## config.mk

```make
export PLATFORM = sky130hd
export DESIGN_NAME = edge_irq_hub
export DESIGN_NICKNAME = d
export VERILOG_FILES = /design/src/rtl/edge_irq_pkg.sv /design/src/rtl/eirq_line_sync.sv /design/src/rtl/eirq_regfile.sv /design/src/rtl/edge_irq_hub.sv
export SDC_FILE = /design/constraint.sdc
export NUM_CORES = 1
export LEC_CHECK = 0
export ABC_CLOCK_PERIOD_IN_PS = 2300
export BUFFER_PORTS_ARGS = -buffer_cell sky130_fd_sc_hd__buf_2
export CELL_PAD_IN_SITES_DETAIL_PLACEMENT = 1
export CELL_PAD_IN_SITES_GLOBAL_PLACEMENT = 1
export CORE_UTILIZATION = 41
export CTS_BUF_LIST = sky130_fd_sc_hd__clkbuf_4 sky130_fd_sc_hd__clkbuf_8
export CTS_CLUSTER_SIZE = 28
export DETAILED_ROUTE_END_ITERATION = 10
export HOLD_SLACK_MARGIN = 0.08
export PLACE_DENSITY = 0.89
export SLEW_MARGIN = 5
export SYNTH_ARGS = -nofsm -noshare
export SYNTH_HDL_FRONTEND = slang
export SYNTH_HIERARCHICAL = 1
export SYNTH_SLANG_ARGS = --single-unit
```

## constraint.sdc

```tcl
create_clock -name clk -period 2.3 [get_ports clk]
set_input_delay 0.46 -clock clk [delete_from_list [all_inputs] [get_ports clk]]
set_output_delay 0.46 -clock clk [all_outputs]
set_load 0.005 [all_outputs]
```

## src/rtl/edge_irq_pkg.sv

```systemverilog
package edge_irq_pkg;
   // word index of each register (byte offset / 4)
   typedef enum logic [2:0] {
      RI_IMASK = 3'd0,
      RI_EMASK = 3'd1,
      RI_RISE  = 3'd2,
      RI_FALL  = 3'd3,
      RI_SWT   = 3'd4,
      RI_PEND  = 3'd5
   } reg_idx_e;
   localparam int IDX_LSB = 2;
   localparam int IDX_MSB = 4;
endpackage

```

## src/rtl/eirq_line_sync.sv

```systemverilog
module eirq_line_sync #(
   parameter int NUM_LINES   = 24,
   parameter int SYNC_STAGES = 2
) (
   input  logic                 clk,
   input  logic                 rst_n,
   input  logic [NUM_LINES-1:0] line_in,
   output logic [NUM_LINES-1:0] rise,
   output logic [NUM_LINES-1:0] fall
);
   generate
      if (SYNC_STAGES < 2) begin : g_bad_stages
         $error("eirq_line_sync: SYNC_STAGES must be at least 2");
      end
   endgenerate

   logic [NUM_LINES-1:0] synced;
   logic [NUM_LINES-1:0] prev_q;

   generate
      for (genvar g = 0; g < NUM_LINES; g++) begin : g_line
         logic [SYNC_STAGES-1:0] chain_q;
         always_ff @(posedge clk) begin
            if (!rst_n) chain_q <= '0;
            else        chain_q <= {chain_q[SYNC_STAGES-2:0], line_in[g]};
         end
         assign synced[g] = chain_q[SYNC_STAGES-1];
      end
   endgenerate

   always_ff @(posedge clk) begin
      if (!rst_n) prev_q <= '0;
      else        prev_q <= synced;
   end

   assign rise = synced & ~prev_q;
   assign fall = ~synced & prev_q;

   // a reported edge must match a change of the registered level
   edge_track_chk: assert property (@(posedge clk) disable iff (!rst_n)
      |(rise | fall) |=> ((prev_q & $past(rise)) == $past(rise)) &&
                         ((~prev_q & $past(fall)) == $past(fall)));
endmodule

```

## src/rtl/eirq_regfile.sv

```systemverilog
module eirq_regfile
   import edge_irq_pkg::*;
#(
   parameter int NUM_LINES = 24
) (
   input  logic                 clk,
   input  logic                 rst_n,
   input  logic                 wr_en,
   input  reg_idx_e             idx,
   input  logic [NUM_LINES-1:0] wdata,
   input  logic [NUM_LINES-1:0] hw_trig,
   output logic [NUM_LINES-1:0] imask,
   output logic [NUM_LINES-1:0] emask,
   output logic [NUM_LINES-1:0] rsel,
   output logic [NUM_LINES-1:0] fsel,
   output logic [NUM_LINES-1:0] swtrig,
   output logic [NUM_LINES-1:0] pend,
   output logic [NUM_LINES-1:0] trig
);
   logic [NUM_LINES-1:0] sw_fire;
   logic [NUM_LINES-1:0] clr_vec;

   assign sw_fire = (wr_en && idx == RI_SWT)  ? (wdata & ~swtrig) : '0;
   assign clr_vec = (wr_en && idx == RI_PEND) ? wdata : '0;
   assign trig    = hw_trig | sw_fire;

   always_ff @(posedge clk) begin
      if (!rst_n) begin
         imask  <= '0;
         emask  <= '0;
         rsel   <= '0;
         fsel   <= '0;
         swtrig <= '0;
         pend   <= '0;
      end else begin
         if (wr_en && idx == RI_IMASK) imask <= wdata;
         if (wr_en && idx == RI_EMASK) emask <= wdata;
         if (wr_en && idx == RI_RISE)  rsel  <= wdata;
         if (wr_en && idx == RI_FALL)  fsel  <= wdata;
         if (wr_en && idx == RI_SWT) swtrig <= wdata;
         else                        swtrig <= swtrig & ~clr_vec;
         // new trigger wins over a clear in the same cycle
         pend <= (pend & ~clr_vec) | (trig & imask);
      end
   end


   pend_needs_mask_chk: assert property (@(posedge clk) disable iff (!rst_n)
      ##1 (pend & ~$past(pend) & ~$past(imask)) == '0);


   pend_hold_chk: assert property (@(posedge clk) disable iff (!rst_n)
      ##1 ($past(pend) & ~pend & ~$past(clr_vec)) == '0);


   sw_selfclr_chk: assert property (@(posedge clk) disable iff (!rst_n)
      ##1 (swtrig & $past(clr_vec)) == '0);
endmodule

```

## src/rtl/edge_irq_hub.sv

```systemverilog
module edge_irq_hub
   import edge_irq_pkg::*;
#(
   parameter int NUM_LINES   = 24,
   parameter int DATA_W      = 32,
   parameter int ADDR_W      = 8,
   parameter int SYNC_STAGES = 2
) (
   input  logic                 clk,
   input  logic                 rst_n,
   input  logic                 psel,
   input  logic                 penable,
   input  logic                 pwrite,
   input  logic [ADDR_W-1:0]    paddr,
   input  logic [DATA_W-1:0]    pwdata,
   output logic [DATA_W-1:0]    prdata,
   input  logic [NUM_LINES-1:0] line_in,
   output logic [NUM_LINES-1:0] irq_out,
   output logic [NUM_LINES-1:0] evt_out
);
   localparam int PAD_W = DATA_W - NUM_LINES;

   generate
      if (NUM_LINES < 1 || NUM_LINES >= DATA_W) begin : g_bad_lines
         $error("edge_irq_hub: NUM_LINES must be in 1..DATA_W-1");
      end
      if (ADDR_W <= IDX_MSB + 1) begin : g_bad_addr
         $error("edge_irq_hub: ADDR_W too small for the register window");
      end
   endgenerate

   logic                 wr_acc;
   logic                 win_hit;
   reg_idx_e             idx;
   logic                 sel_wr;
   logic [NUM_LINES-1:0] rise, fall, hw_trig, trig;
   logic [NUM_LINES-1:0] imask, emask, rsel, fsel, swtrig, pend;
   logic [NUM_LINES-1:0] rd_vec;
   logic [NUM_LINES-1:0] evt_q;
   logic                 unused_bits;

   assign idx     = reg_idx_e'(paddr[IDX_MSB:IDX_LSB]);
   assign win_hit = (paddr[ADDR_W-1:IDX_MSB+1] == '0);
   assign wr_acc  = psel & penable & pwrite & win_hit;
   assign sel_wr  = wr_acc & (idx == RI_RISE || idx == RI_FALL);
   assign unused_bits = ^{paddr[IDX_LSB-1:0], pwdata[DATA_W-1:NUM_LINES]};

   eirq_line_sync #(.NUM_LINES(NUM_LINES), .SYNC_STAGES(SYNC_STAGES)) u_sync (
      .clk(clk), .rst_n(rst_n), .line_in(line_in), .rise(rise), .fall(fall));

   // edges landing on a select-register write are dropped
   assign hw_trig = ((rise & rsel) | (fall & fsel)) & {NUM_LINES{~sel_wr}};

   eirq_regfile #(.NUM_LINES(NUM_LINES)) u_regs (
      .clk(clk), .rst_n(rst_n), .wr_en(wr_acc), .idx(idx),
      .wdata(pwdata[NUM_LINES-1:0]), .hw_trig(hw_trig),
      .imask(imask), .emask(emask), .rsel(rsel), .fsel(fsel),
      .swtrig(swtrig), .pend(pend), .trig(trig));

   always_ff @(posedge clk) begin
      if (!rst_n) evt_q <= '0;
      else        evt_q <= trig & emask;
   end

   assign evt_out = evt_q;
   assign irq_out = pend & imask;

   always_comb begin
      rd_vec = '0;
      if (win_hit) begin
         case (idx)
            RI_IMASK: rd_vec = imask;
            RI_EMASK: rd_vec = emask;
            RI_RISE:  rd_vec = rsel;
            RI_FALL:  rd_vec = fsel;
            RI_SWT:   rd_vec = swtrig;
            RI_PEND:  rd_vec = pend;
            default:  rd_vec = '0;
         endcase
      end
   end
   assign prdata = {{PAD_W{1'b0}}, rd_vec};


   evt_masked_chk: assert property (@(posedge clk) disable iff (!rst_n)
      ##1 (evt_out & ~$past(emask)) == '0);


   sel_wr_quiet_chk: assert property (@(posedge clk) disable iff (!rst_n)
      sel_wr |=> (evt_out == '0) && ((pend & ~$past(pend)) == '0));


   rsvd_zero_chk: assert property (@(posedge clk) disable iff (!rst_n)
      psel |-> prdata[DATA_W-1:NUM_LINES] == '0);
endmodule

```

# Word-level counts from Yosys, hierarchy flattened

Cells that the tools add are included.
W data, S select, Z words.

Bits in registers: 240
Bits in latches: 0
RAM bits: 0
Bits in read-only memories: 0
Output and inout bits: 80
Logic and storage cells: 74
Memories: 0

Add/sub/neg operators: 0
Multipliers: 0
Divide/modulo/power cells: 0
Magnitude comparators: 0
Eq/ne operators: 5
Shifts and indexed selects: 0
Multiplexer cells: 5
Bitwise operators: 23
Reduce and logical (&&, ||, !) cells: 9

Operator list:

| operator             | number |
|---|---|
| $and A24 B24 Y24     | 11 |
| $pmux W24 S6         | 1 |
| $mux W24             | 4 |
| $not A24 Y24         | 4 |
| $or A24 B24 Y24      | 3 |
| $eq A3 B2 Y1 const B | 2 |
| $eq A3 B3 Y1 const B | 2 |
| $logic_and A1 B1 Y1  | 6 |
| $logic_not A3 Y1     | 2 |
| $and A1 B1 Y1        | 4 |
| $eq A3 B1 Y1 const B | 1 |
| $logic_or A1 B1 Y1   | 1 |
| $not A1 Y1           | 1 |

# Depth between registers and ports, before layout

Gate-level depths: netlist of run 1.

Depth after elaboration: 9
Depth in mapped cells: 8

# By module

Netlist of run 1, hierarchy kept.

Modules (own cells, without submodules):

| module         | instances | cells an instance | area each (sq um) | sequential area each (sq um) |
|---|---|---|---|---|
| eirq_regfile   | 1         | 712               | 5760.5            | 2882.8 |
| edge_irq_hub   | 1         | 292               | 2552.4            | 480.5 |
| eirq_line_sync | 1         | 199               | 2233.4            | 1441.4 |

# Least setup slack after synthesis of run 1

No wires, ideal clock.

Path type: input to register
From: input port paddr[6]
To: register u_regs.imask[10]
Setup time: 0.132 ns
Data arrival time: 2.262 ns
Required time: 2.168 ns
Slack: -0.095 ns
Stages on the path: 8
Buffers on the path: 3
Cell sequence: or3_4 clkbuf_1 nor2_1 or4b_1 clkbuf_1 buf_2 nand2_1 a21oi_1

Word-level cells in the longest chain between the ends: 3

RTL lines:

| element                | line               | RTL |
|---|---|---|
| start: declaration     | edge_irq_hub.sv:14 | `input logic [ADDR_W-1:0] paddr,` |
| $logic_not A3 Y1       | edge_irq_hub.sv:43 | `assign win_hit = (paddr[ADDR_W-1:IDX_MSB+1] == '0);` |
| $and A1 B1 Y1          | edge_irq_hub.sv:44 | `assign wr_acc = psel & penable & pwrite & win_hit;` |
| named net wr_acc       | edge_irq_hub.sv:32 | `logic wr_acc;` |
| $logic_and A1 B1 Y1    | eirq_regfile.sv:36 | `if (wr_en && idx == RI_IMASK) imask <= wdata;` |
| end signal: assignment | eirq_regfile.sv:36 |  |
| end: declaration       | eirq_regfile.sv:12 | `output logic [NUM_LINES-1:0] imask,` |

The timed path passes the listed nets, and every way through them passes these cells.
A chain may end at the register's enable or synchronous reset.

# Final worst setup path of run 1

From: input port paddr[6]
To: output port prdata[14]

Word-level cells in the longest chain between the ends: 2

RTL lines:

| element          | line               | RTL |
|---|---|---|
| $logic_not A3 Y1 | edge_irq_hub.sv:43 |  |
| $mux W24         | edge_irq_hub.sv:70 | `if (win_hit) begin` |
| end: declaration | edge_irq_hub.sv:16 | `output logic [DATA_W-1:0] prdata,` |

Every way passes these cells.

==> qor.txt, run 1 <==
Clock latency at the later pin of the worst-skew pair = 0.55 ns
Synth Flop Type = dfxtp_1
Beginning of the worst register-to-register path = u_sync/g_line[19].chain_q[1]$_SDFF_PN0_
Footprint of the multi-input gates = 5077 µm²
Layout cells sized above 1 = 23.55%
Top delay family on crit path = simple AND/OR/NAND/NOR gates
Reg-to-reg slack, setup = 0.93 ns
Cells after synthesis = 1,203
PD cells = 696.8 nW/µm²
Failing checks = setup timing
Initial antenna violation count = 4
Hold endpoint = u_sync/g_line[4].chain_q[0]$_SDFF_PN0_
Pin count of the biggest net entering global routing = 71
Syn_area_per_cell = 8.767 µm²
Clock transition at path regs = 0.06 ns
HP Class = in2reg
# Max-Cap Violations = 0
Synthesized flop and latch total = 240
Chip height = 162.4 µm
Detail Placement HPWL = 23,080 µm
Worst path max stage delay = 0.49 ns
F_max = 0.4345 GHz
Layout area overhead = 19.40%
Clock skew = 0.01188 ns
Core region area = 25,180 µm²
Power share of the sequential group = 48.3%
CP max FO = 7
First-pass DRT Iterations = 5
Sequential share of the synthesized area = 45.56%
CTS tree = built
Yosys cell types = 52
Worst Tran Pin Value = 0.5739 ns
Global-route wire length before repair = 57,890 µm
Path depth of the worst reg2reg path = 5
Vias in the first global route = 10.39k
Total Wirelength = 37,980 µm
Slew HR = 61.70%
Sw frac = 24.03%
Num Clock Sinks = 240
Total die area = 26,370 µm²
Status = complete, but fails checks
Final number of hold-violating endpoints = 0
Hold wc startpoint = line_in[4]
Hold WS = 0.1200 ns
Avg WL per Cell = 22.47 µm
Vias per cell = 5.799
Gpl congestion = 0.8393
Clock power share = 46.2%
Final total power = 8.775 mW
Placed Area = 11,660 µm²
Internal power = 6.667 mW
Data arrival, critical path = 1.84 ns
Tmin final = 2.302 ns
Final ANT Viol Nets = 0
DRC = 0
Setup bufs post-CTS = 0
Asr flop ratio synth = 0%
Slowest-stage cell, CP = or3_4
Final Max Slew Viols = 0
Endpoints failing setup = 1
Final period util = 100.1%
CP Class = in2out
Synth Cell Area = 10,550 µm²
Hold depth = 2
TritonCTS buffer count = 41
Comb pwr share = 5.4%
Port Buffers = 130
Rows = 58
GR Overflow Total = 0
Via count = 9,801
Leakage = 5.093 nW
Max rail drop VDD = 312.5 µV
Cell area after layout = 12,590 µm²
Buffers and inverters on the worst path = 3
Clock Tree Root = clkbuf_8
Post-route setup TNS = -0.001676 ns
Setup WS post-layout = -0.001676 ns
Sequential Area = 4805 µm²
Startpoint Class = primary input
Fin nets = 1,398
EDFF count, synth = 0
Synth warn = 6
Crit path required time = 1.84 ns
Post-layout util = 50.01%
Switch Pwr = 2.108 mW
Clk buf depth = 3
Global Route Usage Sum = 28.39%
I/O Pins = 149
Finished Layout Cells = 1,690
Worst setup EP type = output pin
CTS Hold Buffers Added = 0
Setup WS pre-CTS = -0.03372 ns
H-Tree Depth = 2
FF-to-FF End = u_regs/pend[19]$_SDFF_PN0_
Initial DRC count = 758
# fillers = 2,924
Die W = 162.4 µm
Crit-path cells = buf_2 > or3_4 > buf_4 > nor3_1 > buf_2
Starting Density = 41.88%
Crit-path most repeated cell = buf_2
Placed Cells = 1,615
layer usage:
metal | global-route usage [%] | wire length [µm] | vias up
met2 | 47.86 | 18240 | 520
li1 | - | - | 4327
met4 | 15.27 | 1702 | 4
met3 | 6.010 | 3032 | 154
met5 | 0 | 22 | -
met1 | 33.71 | 14980 | 4796
sequential cells by signal (all words and copies together) (netlist names):
signal and count:
evt_out 24, u_regs/emask 24, u_regs/fsel 24, u_regs/imask 24, u_regs/pend 24, u_regs/rsel 24
u_regs/swtrig 24, u_sync/g_line.chain_q 48, u_sync/prev_q 24
cells by family (layout without fill, tap and decap cells):
| logic type | Yosys count | after routing | share of synthesized area (%) |
|---|---|---|---|
| flops | 240 | 240 | 45.56 |
| simple gates | 510 | 510 | 24.83 |
| compound gates | 256 | 256 | 16.28 |
| mux | 48 | 48 | 6.169 |
| other cells | 1 | 9 | 0.03556 |
| buf+inv | 148 | 297 | 7.130 |
placed cells by master, fill, tap and decap left out, types with 5 or more instances in the layout:
cell,netlist,final
nand2_1,218,218
clkbuf_4,0,12
a21o_1,23,23
nand3_1,25,25
mux4_2,7,8
mux2i_1,23,23
a221oi_1,7,5
buf_4,19,47
o21ai_0,22,22
mux2_2,14,14
a31o_2,17,17
buf_12,1,11
buf_2,38,127
a21oi_1,98,98
conb_1,1,8
clkbuf_8,0,50
and3_1,24,24
o22ai_1,13,13
o31a_1,8,8
inv_1,33,33
clkinv_2,0,9
nor4b_1,8,8
and2_1,115,115
a22oi_1,31,30
dfxtp_1,240,240
a31o_1,7,7
nor2_1,39,38
nand3b_1,8,8
and2_2,5,5
nor2b_1,48,48
a32o_1,24,24
worst max path at each step:
stage	from	endpoint	cells past startpoint
after floorplan	paddr[6]	u_regs/imask[10]$_SDFFE_PN0P_	8
after global placement	paddr[2]	prdata[9]	6
after detailed placement	paddr[2]	prdata[6]	6
after CTS	paddr[3]	prdata[14]	6
after global routing	paddr[3]	prdata[23]	7
final	paddr[6]	prdata[14]	5
Yosys cell counts, types with 7 or more instances:
cell type / number / area [µm²]
a21o_1: 23 / 172.7
a21oi_1: 98 / 490.5
a221oi_1: 7 / 61.31
a22oi_1: 31 / 232.7
a31o_1: 7 / 61.31
a31o_2: 17 / 148.9
a32o_1: 24 / 240.2
and2_1: 115 / 719.4
and3_1: 24 / 150.1
buf_2: 38 / 190.2
buf_4: 19 / 142.6
buf_6: 7 / 78.83
clkbuf_1: 40 / 150.1
clkbuf_2: 7 / 35.03
dfxtp_1: 240 / 4805
inv_1: 33 / 123.9
mux2_2: 14 / 157.7
mux2i_1: 23 / 230.2
mux4_2: 7 / 157.7
nand2_1: 218 / 818.3
nand3_1: 25 / 125.1
nand3b_1: 8 / 60.06
nor2_1: 39 / 146.4
nor2b_1: 48 / 300.3
nor4b_1: 8 / 70.07
o21ai_0: 22 / 110.1
o22ai_1: 13 / 81.33
o31a_1: 8 / 70.07
power groups by stage:
stage / clock (mW) / combinational (mW) / sequential, mW
after detailed placement: 0 / 0.446 / 4.33
final: 4.06 / 0.478 / 4.24
after CTS: 4.11 / 0.468 / 4.24
after global routing: 4.29 / 0.502 / 4.24
after global placement: 0 / 0.432 / 4.33
after floorplan: 0 / 0.281 / 4.32
layout make-up:
cell class                      instances  share of cell area (%)
Inverter                               34                   1.014
Tap cell                              330                   3.279
Multi-Input combinational cell        822                   40.32
Antenna cell                            1                 0.01987
Timing Repair Buffer                  190                   10.37
Clock buffer                           62                   6.180
Sequential cell                       240                   38.16
Clock inverter                         11                  0.6558
repair_timing:
action                                  in CTS  in global routing
resized for setup                            7                  3
pin swaps                                    0                  0
gates cloned                                 1                  0
endpoints found under the setup margin       8                  3
Power figures use the tool's default switching activity.
==> run 2, diff against run 1 <==
--- a/config.mk
+++ b/config.mk
@@ -7,2 +7,3 @@
 export LEC_CHECK = 0
+export ABC_AREA = 1
 export ABC_CLOCK_PERIOD_IN_PS = 2300
@@ -11,3 +12,3 @@
 export CELL_PAD_IN_SITES_GLOBAL_PLACEMENT = 1
-export CORE_UTILIZATION = 41
+export CORE_UTILIZATION = 38
 export CTS_BUF_LIST = sky130_fd_sc_hd__clkbuf_4 sky130_fd_sc_hd__clkbuf_8
@@ -16,3 +17,4 @@
 export HOLD_SLACK_MARGIN = 0.08
-export PLACE_DENSITY = 0.89
+export PLACE_DENSITY = 0.88
+export REMOVE_ABC_BUFFERS = 1
 export SLEW_MARGIN = 5
==> constraint.sdc (replaced) <==
create_clock -name clk -period 2.3 [get_ports clk]
set_input_delay 0.23 -clock clk [delete_from_list [all_inputs] [get_ports clk]]
set_output_delay 0.23 -clock clk [all_outputs]
set_load 0.005 [all_outputs]
==> run 2 against run 1 <==
The run now ends clean. Core utilization decreased by 2.7 points. Combinational power grew 26%. Cell count rose by 30%. Wire length up 1.6%. Critical path depth grew 2. First-iteration DRC count is 0.26% higher. Synthesized area is 4.1% higher. Critical endpoint is now prdata[11]. Largest power group unchanged.
==> qor.txt, run 2 <==
Status = finished clean
Max rail drop VDD = 412.6 µV (+32%)
Most common cell after layout, fill and taps aside = nand2_1
H-Tree Depth = 2 (unchanged)
Placed Area = 11,900 µm² (+2.1%)
Via count = 11.59k (+18%)
Avg WL per Cell = 17.63 µm (-22%)
Reg-to-reg slack, setup = 1.02 ns (+0.09 ns)
Crit-path cells = buf_2 > inv_2 > buf_4 > nand3_1 > o21a_1 > a21oi_1 > buf_2
Final ANT Viol Nets = 0 (unchanged)
Num Clock Sinks = 240 (unchanged)
Fin nets = 1,851 (+32%)
Setup bufs post-CTS = 0 (unchanged)
Synth warn = 6 (unchanged)
Commonest cells after routing, fill and taps aside = nand2_1, dfxtp_1, inv_1
Most common cell in the netlist = nand2_1
PD cells = 683.1 nW/µm² (-2.0%)
Slew HR = 17.26% (-44 points)
# fillers = 3,666 (+25%)
Synth area leader = dfxtp_1
Data arrival, critical path = 1.82 ns (-0.02 ns)
EDFF count, synth = 0 (unchanged)
DRC = 0 (unchanged)
Clock Tree Root = clkbuf_8
Layout cells sized above 1 = 14.52% (-9.0 points)
Clock skew = 0.02143 ns (+0.009554 ns)
Gpl congestion = 0.8308 (-1.0%)
Cell area after layout = 13,290 µm² (+5.6%)
Clk buf depth = 3 (unchanged)
CP max FO = 17 (+10)
Initial antenna violation count = 0 (-4)
I/O Pins = 149 (unchanged)
Chip height = 171.9 µm (+5.9%)
Worst setup EP type = output pin
Clock latency at the later pin of the worst-skew pair = 0.55 ns (about the same)
RSZ-0062 raised after global routing = no
Yosys cell types = 22 (-58%)
Detail Placement HPWL = 23,680 µm (+2.6%)
Synth area leaders = dfxtp_1, nand2_1, inv_1
Final number of hold-violating endpoints = 0 (unchanged)
Clock transition at path regs = 0.06 ns (about the same)
Synth Cell Area = 10,970 µm² (+4.1%)
Crit-path most repeated cell = buf_2
Total Wirelength = 38,590 µm (+1.6%)
Global Route Usage Sum = 26.20% (-2.2 points)
Area share of the largest cell type after synthesis = 43.78% (-1.8 points)
CTS tree = built
CTS Hold Buffers Added = 48 (+48)
Crit path required time = 2.07 ns (+0.23 ns)
GR Overflow Total = 0 (unchanged)
Tmin final = 2.046 ns (-0.2561 ns)
Cells after synthesis = 1,618 (+34%)
Post-synth top cells = nand2_1, dfxtp_1, inv_1, nor2_1, a21oi_1
First-pass DRT Iterations = 5 (unchanged)
Worst Tran Pin Value = 1.239 ns (+0.6654 ns)
# Max-Cap Violations = 0 (unchanged)
Footprint of the multi-input gates = 4708 µm² (-7.3%)
Core region area = 28,090 µm² (+12%)
Starting Density = 39.07% (-2.8 points)
Pin count of the biggest net entering global routing = 108 (+52%)
Total die area = 29,560 µm² (+12%)
Asr flop ratio synth = 0% (unchanged)
Number of flip-flops in the largest register = 48 (unchanged)
Vias per cell = 5.294 (-8.7%)
Setup WS post-layout = 0.2544 ns (+0.2561 ns)
Sequential share of the synthesized area = 43.78% (-1.8 points)
Syn_area_per_cell = 6.783 µm² (-23%)
Setup WS pre-CTS = 0.2450 ns (+0.2788 ns)
Final total power = 9.079 mW (+3.5%)
Startpoint Class = primary input
Final Max Slew Viols = 0 (unchanged)
Layout area overhead = 21.12%
Die W = 171.9 µm (+5.9%)
Hold WS = 0.1101 ns (-0.009921 ns)
Vias in the first global route = 11.82k (+14%)
Sequential Area = 4805 µm² (unchanged)
Largest register by flop count = u_sync/g_line.chain_q
Initial DRC count = 760 (+0.26%)
Rows = 61 (+5.2%)
F_max = 0.4889 GHz (+13%)
Synth Flop Type = dfxtp_1
Final period util = 88.94% (-11 points)
Port Buffers = 130 (unchanged)
Worst path max stage delay = 0.30 ns (-0.19 ns)
Endpoints failing setup = 0 (-1)
TritonCTS buffer count = 42 (+2.4%)
Antenna Cells = 0 (-1)
HP Class = in2reg
Slowest-stage cell, CP = nand3_1
Global-route wire length before repair = 60,710 µm (+4.9%)
Synthesized flop and latch total = 240 (unchanged)
PostCTS Resize Cnt = 0 (-7)
CP Class = in2out
Leakage = 6.346 nW (+25%)
run 2: cell types whose count changed in the layout (fill, tap and decap cells not counted), moves of 48 or more:
cell           previous run  this run
and2_1                  115         3
dlygate4sd3_1             0        48
inv_1                    33       218
nand2_1                 218       404
nand3_1                  25        81
nand4_1                   0        84
nor2_1                   38       217
nor2b_1                  48         0
o21ai_0                  22        90
run 2: per-stage QoR:
| step | instances | util (%) | setup TNS [ns] |
|---|---|---|---|
| detailed placement | 2068 | 42.36 | 0 |
| finish | 2189 | 47.32 | 0 |
| floorplan | 1519 | - | -29.54 |
| CTS | 2189 | 47.32 | 0 |
| global route | 2189 | 47.32 | 0 |
| global placement | 2068 | 42.36 | 0 |
run 2: area by class of cell:
cell class                 instances  area share, %
tap                              378          3.558
multi-input combinational       1052          35.42
sequential                       240          36.15
clock inverter                     3         0.3201
timing repair buffer             219          11.60
clock buffer                      70          6.542
inverter                         227          6.411
run 2: power by group:
| part | total (mW) | switching (mW) | internal, mW |
|---|---|---|---|
| logic | 0.604 | 0.411 | 0.193 |
| registers | 4.24 | 0.0296 | 4.21 |
| clock network | 4.23 | 1.75 | 2.48 |
| total | 9.08 | 2.19 | 6.89 |
run 2: logic make-up after synthesis:
| logic type | after synthesis | share of synthesized area (%) |
|---|---|---|
| AND/OR/NAND/NOR | 799 | 30.73 |
| buffers and inverters | 333 | 13.62 |
| AO/OA/AOI/OAI | 245 | 11.83 |
| flip-flops | 240 | 43.78 |
| other | 1 | 0.03417 |
run 2: worst paths after layout:
check / start / end / depth (start not counted)
worst max-delay path: paddr[3] / prdata[11] / 7
worst min-delay path: rst_n / u_sync/g_line[16].chain_q[0]$_SDFF_PN0_ / 3
worst min register to register: u_sync/g_line[3].chain_q[0]$_SDFF_PN0_ / u_sync/g_line[3].chain_q[1]$_SDFF_PN0_ / 2
worst max register to register: u_sync/g_line[22].chain_q[1]$_SDFF_PN0_ / u_regs/pend[22]$_SDFF_PN0_ / 8
run 2: critical path, delay by kind of cell:
kind            cells  cell delay (ns)
buf+inv             4             0.79
compound gates      2             0.48
simple gates        1             0.30
run 2: metal layers:
| metal | global-route usage [%] | vias up | wire [µm] |
|---|---|---|---|
| met2 | 45.99 | 419 | 18930 |
| met1 | 30.70 | 5635 | 15910 |
| met5 | 0 | - | 0 |
| met4 | 13.08 | 0 | 1449 |
| met3 | 4.395 | 113 | 2298 |
| li1 | - | 5422 | - |
==> run 3, diff against run 2 <==
- CORE_MARGIN: not set -> 5
==> run 3 against run 2 <==
First-iteration DRC count rose by 16%. Register-to-register slack barely moved. Sequential power about the same. Clock skew is 0.0085 ns lower. Clock power about the same. Cell count up 0.41%. Critical path depth shrank 1. Critical path type unchanged. Critical endpoint unchanged.
==> qor.txt, run 3 (same netlist as run 2, synthesis figures left out) <==
Largest register by flop count = u_sync/g_line.chain_q
Num Clock Sinks = 240 (unchanged)
CP max FO = 19 (+2)
RSZ-0062 raised after global routing = no
Global Route Usage Sum = 23.89% (-2.3 points)
Placed Area = 11,890 µm² (about the same)
Max rail drop VDD = 305.2 µV (-26%)
HP Class = in2reg
Setup WS pre-CTS = 0.2977 ns (+0.05269 ns)
Most common cell after layout, fill and taps aside = nand2_1
GR Overflow Total = 0 (unchanged)
F_max = 0.4918 GHz (+0.60%)
Tmin final = 2.033 ns (-0.01212 ns)
# Max-Cap Violations = 0 (unchanged)
Clock transition at path regs = 0.05 ns (about the same)
Die W = 179.9 µm (+4.7%)
Setup WS post-layout = 0.2665 ns (+0.01212 ns)
TritonCTS buffer count = 43 (+2.4%)
Final ANT Viol Nets = 0 (unchanged)
Avg WL per Cell = 18.28 µm (+3.7%)
FF-to-FF End = evt_out[8]$_SDFF_PN0_
PostCTS Resize Cnt = 0 (unchanged)
Endpoints failing setup = 0 (unchanged)
Reg-to-reg slack, setup = 1.03 ns (about the same)
Chip height = 179.9 µm (+4.7%)
Final total power = 9.054 mW (-0.27%)
Port Buffers = 130 (unchanged)
Sequential Area = 4805 µm² (unchanged)
Initial antenna violation count = 2 (+2)
Core region area = 28,630 µm² (+1.9%)
Clk buf depth = 3 (unchanged)
Final Max Slew Viols = 0 (unchanged)
PD cells = 681.1 nW/µm² (-0.29%)
Slew HR = 53.99% (+37 points)
Status = finished clean
Data arrival, critical path = 1.80 ns (-0.02 ns)
Clock Tree Root = clkbuf_8
Leakage = 6.340 nW (about the same)
Finished Layout Cells = 2,198 (+0.41%)
Clock latency at the later pin of the worst-skew pair = 0.55 ns (about the same)
CTS tree = built
Worst setup EP type = output pin
Global-route wire length before repair = 63,570 µm (+4.7%)
Via count = 11.63k (+0.36%)
# fillers = 3,732 (+1.8%)
Vias in the first global route = 12.22k (+3.4%)
Vias per cell = 5.292 (about the same)
Crit path required time = 2.07 ns (about the same)
Post-route setup TNS = 0 ns (unchanged)
Cell area after layout = 13,290 µm² (about the same)
DRC = 0 (unchanged)
Setup bufs post-CTS = 0 (unchanged)
Commonest cells after routing, fill and taps aside = nand2_1, dfxtp_1, inv_1
Gpl congestion = 0.8251 (-0.69%)
CP Class = in2out
Final number of hold-violating endpoints = 0 (unchanged)
Footprint of the multi-input gates = 4716 µm² (+0.16%)
CTS Hold Buffers Added = 50 (+4.2%)
Total Wirelength = 40,180 µm (+4.1%)
Layout area overhead = 21.14% (about the same)
Initial DRC count = 879 (+16%)
I/O Pins = 149 (unchanged)
Path depth of the worst reg2reg path = 8 (unchanged)
CP startpoint = paddr[2]
Detail Placement HPWL = 24,980 µm (+5.5%)
Total die area = 32,380 µm² (+9.5%)
Worst Tran Pin Value = 0.6892 ns (-0.5501 ns)
Worst setup endpoint = prdata[11]
H-Tree Depth = 2 (unchanged)
Starting Density = 38.34% (-0.73 points)
Fin nets = 1,854 (+0.16%)
Startpoint Class = primary input
Placed Cells = 2,074 (+0.29%)
Layout cells sized above 1 = 14.51% (about the same)
First-pass DRT Iterations = 5 (unchanged)
Final period util = 88.41% (-0.53 points)
Beginning of the worst register-to-register path = u_sync/g_line[8].chain_q[1]$_SDFF_PN0_
Clock skew = 0.01297 ns (-0.008457 ns)
Rows = 62 (+1.6%)
Number of flip-flops in the largest register = 48 (unchanged)
Pin count of the biggest net entering global routing = 103 (-4.6%)
[run 3: worst max-delay path: stages]
cell	delay, ns
buf_4	0.24
buf_4	0.32
nand3_1	0.29
o21a_1	0.27
a21oi_1	0.27
buf_2	0.18
[run 3: per-layer routing]
layer,vias up,part of all wire [%],track usage [%],wire length (µm)
li1,5422,-,-,-
met1,5665,42,29.52,16680
met2,441,48,41.65,19450
met3,103,6.7,3.436,2694
met4,0,3.4,10.12,1355
met5,-,0,0,0
[run 3: layout make-up]
cell class / count / area share, %
antenna: 2 / 0.03765
clock inverter: 5 / 0.4235
multi-input combinational: 1052 / 35.47
tap: 384 / 3.614
sequential: 240 / 36.14
clock buffer: 67 / 6.325
timing repair buffer: 221 / 11.58
inverter: 227 / 6.409
[run 3: metrics by stage]
stage / hold slack, ns / util [%]
after global placement: 0.3931 / 41.54
final: 0.3897 / 46.44
after detailed placement: 0.3996 / 41.54
after global routing: 0.3934 / 46.44
after CTS: 0.3617 / 46.42
after floorplan: 0.3235 / -
[run 3: how the worst min path moves through the flow]
stage	cells past startpoint	slack (ns)	from	end
2_1_floorplan	2	0.32	rst_n	u_sync/g_line[0].chain_q[0]$_SDFF_PN0_
3_3_place_gp	2	0.39	u_sync/g_line[5].chain_q[0]$_SDFF_PN0_	u_sync/g_line[5].chain_q[1]$_SDFF_PN0_
3_5_place_dp	2	0.40	u_sync/g_line[17].chain_q[0]$_SDFF_PN0_	u_sync/g_line[17].chain_q[1]$_SDFF_PN0_
4_1_cts	4	0.36	line_in[2]	u_sync/g_line[2].chain_q[0]$_SDFF_PN0_
5_1_grt	4	0.39	line_in[10]	u_sync/g_line[10].chain_q[0]$_SDFF_PN0_
6_report	4	0.39	line_in[2]	u_sync/g_line[2].chain_q[0]$_SDFF_PN0_
[run 3: power breakdown]
| part | total (mW) | switching [mW] | internal (mW) |
|---|---|---|---|
| clock network | 4.20 | 1.78 | 2.42 |
| logic | 0.606 | 0.416 | 0.190 |
| registers | 4.24 | 0.0303 | 4.21 |
